<file path="src/rtl/boot_auth_pkg.sv">
package boot_auth_pkg;

    localparam int NIB_W = 4;

    typedef enum logic [1:0] {
        STAT_WAITING = 2'b00,
        STAT_AUTHING = 2'b01,
        STAT_RUNNING = 2'b10,
        STAT_FAILED  = 2'b11
    } stat_e;

    typedef enum logic [2:0] {
        FSM_WAIT,
        FSM_AUTH,
        FSM_SEED,
        FSM_RUN,
        FSM_FAIL
    } fsm_e;

    typedef struct packed {
        logic             done;
        logic [NIB_W-1:0] value;
    } nibble_t;

    function automatic stat_e to_status(fsm_e s);
        case (s)
            FSM_WAIT: return STAT_WAITING;
            FSM_AUTH,
            FSM_SEED: return STAT_AUTHING;
            FSM_RUN:  return STAT_RUNNING;
            default:  return STAT_FAILED;
        endcase
    endfunction

endpackage

</file>
<file path="src/rtl/bas_nibble_rx.sv">
module bas_nibble_rx
    import boot_auth_pkg::*;
(
    input  logic    clk,
    input  logic    rst,
    input  logic    clr,
    input  logic    bit_in,
    input  logic    bit_valid,
    output nibble_t nib
);
    localparam int CNT_W = $clog2(NIB_W);

    logic [NIB_W-1:0] shreg;
    logic [CNT_W-1:0] bcnt;

    always_ff @(posedge clk) begin
        if (rst || clr) begin
            shreg     <= '0;
            bcnt      <= '0;
            nib.done  <= 1'b0;
            nib.value <= '0;
        end else begin
            nib.done <= 1'b0;
            if (bit_valid) begin
                if (bcnt == CNT_W'(NIB_W - 1)) begin
                    nib.value <= {shreg[NIB_W-2:0], bit_in};
                    nib.done  <= 1'b1;
                    bcnt      <= '0;
                    shreg     <= '0;
                end else begin
                    shreg <= {shreg[NIB_W-2:0], bit_in};
                    bcnt  <= bcnt + 1'b1;
                end
            end
        end
    end

    // a nibble completes only on an edge that took a bit
    p_done_needs_bit_r3: assert property (@(posedge clk) disable iff (rst)
        nib.done |-> $past(bit_valid));

endmodule

</file>
<file path="src/rtl/bas_timeout.sv">
module bas_timeout #(
    parameter int LIMIT = 64
) (
    input  logic clk,
    input  logic rst,
    input  logic run,
    input  logic kick,
    output logic expired
);
    localparam int CW = $clog2(LIMIT + 1);

    logic [CW-1:0] cnt;

    always_ff @(posedge clk) begin
        if (rst || !run || kick)
            cnt <= '0;
        else if (cnt != CW'(LIMIT - 1))
            cnt <= cnt + 1'b1;
    end

    assign expired = run && !kick && (cnt == CW'(LIMIT - 1));

    // the silence counter never passes its limit
    p_cnt_bound_r6: assert property (@(posedge clk) disable iff (rst)
        cnt < CW'(LIMIT));

endmodule

</file>
<file path="src/rtl/boot_auth_seq.sv">
module boot_auth_seq
    import boot_auth_pkg::*;
#(
    parameter int          TIMEOUT_CYC = 64,
    parameter int          ADDR_W      = 32,
    parameter int          DATA_W      = 32,
    parameter logic [31:0] SEED_ADDR   = 32'hBFC0_07E4
) (
    input  logic              clk,
    input  logic              rst,
    input  logic              pwr_good,
    input  logic              link_bit,
    input  logic              link_valid,
    input  logic [3:0]        exp_region,
    input  logic [3:0]        exp_seed,
    input  logic [3:0]        exp_check,
    input  logic [3:0]        exp_run,
    output logic              sys_rst,
    output logic              wr_en,
    output logic [ADDR_W-1:0] wr_addr,
    output logic [DATA_W-1:0] wr_data,
    output logic [1:0]        status
);
    localparam int LAST_IDX = 2;

    fsm_e             state, state_nx;
    nibble_t          nib;
    logic [1:0]       idx;
    logic [NIB_W-1:0] seed_q;
    logic [NIB_W-1:0] want;
    logic             expired;
    logic             rx_clr;
    logic             tmo_run;

    assign rx_clr  = (state == FSM_WAIT) || (state == FSM_FAIL);
    assign tmo_run = (state == FSM_AUTH) || (state == FSM_RUN);

    bas_nibble_rx u_rx (
        .clk       (clk),
        .rst       (rst),
        .clr       (rx_clr),
        .bit_in    (link_bit),
        .bit_valid (link_valid),
        .nib       (nib)
    );

    bas_timeout #(.LIMIT(TIMEOUT_CYC)) u_tmo (
        .clk     (clk),
        .rst     (rst),
        .run     (tmo_run),
        .kick    (nib.done),
        .expired (expired)
    );

    always_comb begin
        case (idx)
            2'd0:    want = exp_region;
            2'd1:    want = exp_seed;
            default: want = exp_check;
        endcase
    end

    always_comb begin
        state_nx = state;
        if (!pwr_good) begin
            state_nx = FSM_WAIT;
        end else begin
            case (state)
                FSM_WAIT: state_nx = FSM_AUTH;
                FSM_AUTH: begin
                    if (expired)
                        state_nx = FSM_FAIL;
                    else if (nib.done) begin
                        if (nib.value != want)
                            state_nx = FSM_FAIL;
                        else if (idx == 2'(LAST_IDX))
                            state_nx = FSM_SEED;
                    end
                end
                FSM_SEED: state_nx = FSM_RUN;
                FSM_RUN: begin
                    if (expired || (nib.done && nib.value != exp_run))
                        state_nx = FSM_FAIL;
                end
                default: state_nx = FSM_FAIL;
            endcase
        end
    end

    always_ff @(posedge clk) begin
        if (rst) begin
            state  <= FSM_WAIT;
            idx    <= '0;
            seed_q <= '0;
        end else begin
            state <= state_nx;
            if (state != FSM_AUTH)
                idx <= '0;
            else if (nib.done)
                idx <= idx + 1'b1;
            if (state == FSM_AUTH && nib.done && idx == 2'd1)
                seed_q <= nib.value;
        end
    end

    assign sys_rst = (state != FSM_RUN);
    assign wr_en   = (state == FSM_SEED);
    assign wr_addr = ADDR_W'(SEED_ADDR);
    assign wr_data = DATA_W'(seed_q);
    assign status  = to_status(state);

    // release of reset is always preceded by the seed write cycle
    p_release_after_write_r4: assert property (@(posedge clk) disable iff (rst)
        $fell(sys_rst) |-> $past(wr_en));
    // the write targets the fixed seed address while reset is held
    p_write_addr_r4: assert property (@(posedge clk) disable iff (rst)
        wr_en |-> (wr_addr == ADDR_W'(SEED_ADDR)) && sys_rst);
    // failed is sticky while power stays good
    p_fail_sticky_r8: assert property (@(posedge clk) disable iff (rst)
        (status == STAT_FAILED) && pwr_good |=> status == STAT_FAILED);
    // power loss forces waiting with reset held
    p_pwr_drop_r9: assert property (@(posedge clk) disable iff (rst)
        !pwr_good |=> (status == STAT_WAITING) && sys_rst);
    // reset is only released while running
    p_rst_held_r2: assert property (@(posedge clk) disable iff (rst)
        (status != STAT_RUNNING) |-> sys_rst);

endmodule

</file>
<file path="config.mk">
export PLATFORM = sky130hd
export DESIGN_NAME = boot_auth_seq
export DESIGN_NICKNAME = d
export VERILOG_FILES = /design/src/rtl/boot_auth_pkg.sv /design/src/rtl/bas_nibble_rx.sv /design/src/rtl/bas_timeout.sv /design/src/rtl/boot_auth_seq.sv
export SDC_FILE = /design/constraint.sdc
export NUM_CORES = 1
export LEC_CHECK = 0
export BUFFER_PORTS_ARGS = -buffer_cell sky130_fd_sc_hd__buf_2
export CAP_MARGIN = 10
export CORE_ASPECT_RATIO = 1.25
export CORE_MARGIN = 3
export CORE_UTILIZATION = 46
export DETAILED_ROUTE_END_ITERATION = 10
export GPL_TIMING_DRIVEN = 0
export PLACE_DENSITY = 0.89
export SYNTH_ARGS = -nofsm -noshare
export SYNTH_HDL_FRONTEND = slang
export SYNTH_SLANG_ARGS = --single-unit
</file>
<file path="constraint.sdc">
create_clock -name clk -period 3 [get_ports clk]
set_clock_uncertainty 0.15 [all_clocks]
set_input_delay 0.3 -clock clk [delete_from_list [all_inputs] [get_ports clk]]
set_output_delay 0.3 -clock clk [all_outputs]
set_load 0.05 [all_outputs]
</file>
# Yosys cells after proc, flatten, opt, wreduce, memory -nomap -nowiden
# Index checks and enable logic that the tools add are counted.
# W data, S select, Z words.
# totals
elab_cells	61
output_inout_bits	68
reg_bits	26
input_bits	21
# op_classes
n_bitwise	2
add_sub_neg	3
n_reduce_logical	21
eq_ne	16
muxes	11
# ops
cell	n
$mux W3	6
$pmux W3 S4	1
$ne A4 B4 Y1	2
$pmux W4 S2	1
$reduce_or A2 Y1	4
$add A7 B1 Y7 const B	1
$eq A7 B6 Y1 const B	1
$ne A7 B6 Y1 const B	1
$eq A3 B2 Y1 const B	2
$logic_or A1 B1 Y1	6
$ne A3 B2 Y1 const B	2
$pmux W2 S3	1
$logic_and A1 B1 Y1	5
$mux W5	1
$add A2 B1 Y2 const B	2
$eq A2 B2 Y1 const B	2
$ne A4 B4 Y1 const B	1
$eq A3 B1 Y1 const B	1
$eq A3 B3 Y1 const B	1
$logic_not A3 Y1	1
$ne A3 B1 Y1 const B	1
$reduce_and A3 Y1	1
$eq A2 B1 Y1 const B	1
$logic_not A1 Y1	2
5 further kinds	6

# Longest topological paths before layout
# depth
ltp_word	7
depth_mapped	7
depth_no_buf	7

# By module
# From an unflattened synthesis, not the netlist that was laid out.
# hier_totals
cells_unflattened	222
hier_area_um2	1888.1
# modules_own_cells
module	seq_area_each_um2	n_inst	cells_per_inst	area_each_um2
boot_auth_seq	180.2	1	139	1108.6
bas_nibble_rx	200.2	1	45	446.7
bas_timeout	140.1	1	38	332.8

# Worst setup path after synthesis
# OpenSTA, ideal clock, no wires.
# synth_timing
path_kind	flip-flop to flip-flop
startpoint	register state[1]
endpoint	register state[1]
n_path_buf	1
setup_ns	0.075
setup_slack_ns	0.732
synth_period_minus_slack_ns	2.268
t_required_ns	2.775
path_stages_with_launch	5
t_arrival_ns	2.043
cell_sequence	dfxtp_1 buf_2 nor3b_1 o21ba_2 a22oi_2
# synth_between
word_cells_on_any_way	14
cone_classes	eq/ne (6); mux (2); reduce/logical (6)
# synth_rtl
item	line	source
start: declaration	boot_auth_seq.sv:26	fsm_e state, state_nx;
start signal: assignment	boot_auth_seq.sv:96	state <= state_nx;
$eq A3 B2 Y1	-	
net wr_en	boot_auth_seq.sv:19	output logic wr_en,
$pmux W3 S4	boot_auth_seq.sv:68	case (state)
# The timed path passes the listed nets, and every way through them passes these cells.
# A chain may end at the register's enable or synchronous reset.

# Worst setup path after layout
# layout_timing
startpoint	register idx[0]
endpoint	register state[2]
# layout_between
elab_chain_cells	7
word_cells_on_any_way	11
cone_classes	eq/ne (4); mux (5); reduce/logical (2)
# layout_lines
item	line	source
start: declaration	boot_auth_seq.sv:28	logic [1:0] idx;
start signal: assignment	boot_auth_seq.sv:100	idx <= idx + 1'b1;
$eq A2 B1 Y1 / $logic_not A2 Y1 (equally long branches)	boot_auth_seq.sv:56	case (idx)
$pmux W4 S2	boot_auth_seq.sv:56	
$ne A4 B4 Y1	boot_auth_seq.sv:74	if (nib.value != want)
$mux W3	boot_auth_seq.sv:74	
$mux W3	boot_auth_seq.sv:73	else if (nib.done) begin
$mux W3	boot_auth_seq.sv:71	if (expired)
$pmux W3 S4	boot_auth_seq.sv:68	
# Parallel ways exist; a longest one is shown, timed or not. The select of a mux whose other input is x is not followed.

==> metrics.csv <==
stage;metric;value;unit
logic_synthesis;syn_area_per_cell;8.54;um2
grt;grt_start_max_net_pins;16;
route;post-route-drc-count;0;
cts;cts_max_path_buffers;2;
route;via_per_inst;4.06;
cts;cts_resized;0;
layout;layout-drive-gt1-share;34.1;%
placed_design;dp_hpwl;2870;um
timing;rsz0062_at_grt;no;
floorplanning;die-area;4750;um2
grt;grt_pass1_vias;1448;
grt;grt_usage;15.1;%
grt;grt_pass1_wl;6030;um
worst_setup_path;cp.arrival;2490;ps
timing;fin_crit_sh;82.4;%
logic_synthesis;synth_cell_types;42;
floorplanning;die_w;62.3;um
grt;grt_overflow;0;
cts;clkLatencyLatePin;280;ps
placed_design;globalplace.congestion;0.776;
floorplanning;core;3630;um2
worst_setup_path;worstPathRequired;3020;ps
timing;final.setup.tns;0;ps
timing;final_max_slew_viol_count;0;
timing;setup_viol;0;
layout;final_nets;329;
route;first_iter_violations;28;
route;totalWireLength;3490;um
worst_setup_path;cp_max_fo;6;
floorplanning;die_h;76.3;um
timing;holdWs;155;ps
worst_setup_path;endpoint_kind;flop;
power;p_per_area;398;nW/um2
cts;cts_sinks;26;
cts;cts_setup_buffers;0;
run;maxCapViolCount;0;
layout;syn_to_final_growth;26.9;%
logic_synthesis;synthesis.area;1820;um2
run_status;outcome;finished clean;
placed_design;dp_slack;559;ps
logic_synthesis;ys.flop_type;dfxtp_1;
worst_setup_path;start_kind;flop;
cts;cts-root-buf;clkbuf_8;
power;cellLeakagePower;1.10;nW
logic_synthesis;synth_seq_cells;26;
cts;numCtsBuffers;3;
route;drt-pass1-iter-count;4;
placed_design;postPlaceCellArea;2240;um2
power;power;0.920;mW
timing;hold_violations;0;
placed_design;place_inst;350;
logic_synthesis;netlist_instances;213;
cts;clkTransAtPathRegs;90;ps
floorplanning;initial_core_util;50.1;%
logic_synthesis;synth_edf_count;0;
route;vias;1438;
cts;cts_tree;yes;
floorplanning;rows;24;
worst_setup_path;path_class;reg2reg;
grt;grt_antenna_before_repair;0;
cts;htreeDepth;1;
floorplanning;ios;89;
logic_synthesis;yosysSeqAreaShare;28.6;%
timing;fin_ws;529;ps
timing;max_freq;0.405;GHz
layout;fin_area;2310;um2
logic_synthesis;yosysWarnings;0;
route;wl_per_cell;9.86;um
cts;postCtsHoldBufs;0;
power;ir_drop;0.280;mV
timing;finalCriticalPeriod;2470;ps
logic_synthesis;async_reset_ff_share;0;%
timing;slew_headroom;49.0;%
min_path;hold_path_class;in2reg;
timing;tightest_slew;764;ps
route;ant_nets;0;
layout;utilization;63.5;%
placed_design;io_buffers;27;
layout;diodes;0;
layout;fin_cells;354;
layout;fillers;302;
==> area by class of cell <==
cell class	count	area, um2	area share [%]
Inverter	3	11.3	0.488
Buffer	68	512	22.2
Clock inverter	1	30.0	1.30
Tap cell	52	65.1	2.82
Clock buffer	3	41.3	1.79
Sequential cell	26	520	22.5
Multi-Input combinational cell	174	993	43.0
Timing Repair Buffer	27	135	5.85
==> power by group <==
part | internal [mW] | switching, mW
Clock | 0.179 | 0.113
Combinational | 0.0783 | 0.201
Sequential | 0.347 | 0.00134
Total | 0.604 | 0.316
==> registers in the layout, summed over array words and instances (netlist names) <==
signal	cells
state	3
idx	2
u_rx.bcnt	2
u_rx.shreg	3
u_rx.nib	5
u_tmo.cnt	7
seed_q	4
==> worst paths after layout <==
path / end / from / cells after the start / slack [ps]
hold / removal: u_rx.nib[0]$_SDFFE_PP0P_ / link_bit / 3 / 160
setup reg to reg: state[2]$_SDFFE_PP0P_ / idx[0]$_SDFFE_PP0P_ / 7 / 530
hold reg to reg: u_rx.shreg[2]$_SDFFE_PP0P_ / u_rx.shreg[2]$_SDFFE_PP0P_ / 2 / 330
setup / recovery: state[2]$_SDFFE_PP0P_ / idx[0]$_SDFFE_PP0P_ / 7 / 530
==> placed cells by master, fill, tap and decap left out, types with 7 or more instances in the layout <==
cell and n:
dfxtp_1 26, buf_2 29, buf_4 60, nand2b_1 7, a21oi_1 13, conb_1 60
nor2_1 17, xnor2_1 9, mux2i_1 8, nand2_1 9
==> routing by layer <==
| layer | GRT usage (%) | share of wire [%] | wire, um |
|---|---|---|---|
| met5 | 0 | 0 | 0 |
| met4 | 7.51 | 2.5 | 88 |
| met1 | 17.1 | 40 | 1410 |
| met3 | 2.21 | 6.8 | 239 |
| met2 | 27.2 | 50 | 1760 |
==> critical path, cell delays in order (launching register included) <==
cell and delay (ps):
dfxtp_1 390, inv_1 80, ha_1 290, or3b_1 420, and3_4 190, nor3_2 160, or4b_1 520, nor3b_1 170
==> cells in the mapped netlist (3+ instances only) <==
| master | number | area (um2) |
|---|---|---|
| a21oi_1 | 13 | 65.1 |
| a22o_2 | 3 | 30.0 |
| buf_4 | 60 | 450 |
| clkbuf_1 | 4 | 15.0 |
| dfxtp_1 | 26 | 521 |
| ha_1 | 5 | 62.6 |
| inv_1 | 3 | 11.3 |
| mux2i_1 | 8 | 80.1 |
| nand2_1 | 9 | 33.8 |
| nand2b_1 | 7 | 43.8 |
| nand3_1 | 6 | 30.0 |
| nand3b_1 | 4 | 30.0 |
| nor2_1 | 17 | 63.8 |
| nor3_1 | 4 | 20.0 |
| nor3b_1 | 4 | 30.0 |
| xnor2_1 | 9 | 78.8 |
==> cells by family after synthesis <==
kind of cell	synth area share (%)
buf+inv	28.7
simple gates	19.3
compound gates	9.84
flops	28.6
xor+xnor	5.30
mux	4.40
fa+ha+maj	3.44
other cells	0.413
Note: power is estimated with default switching activity, not from simulation.
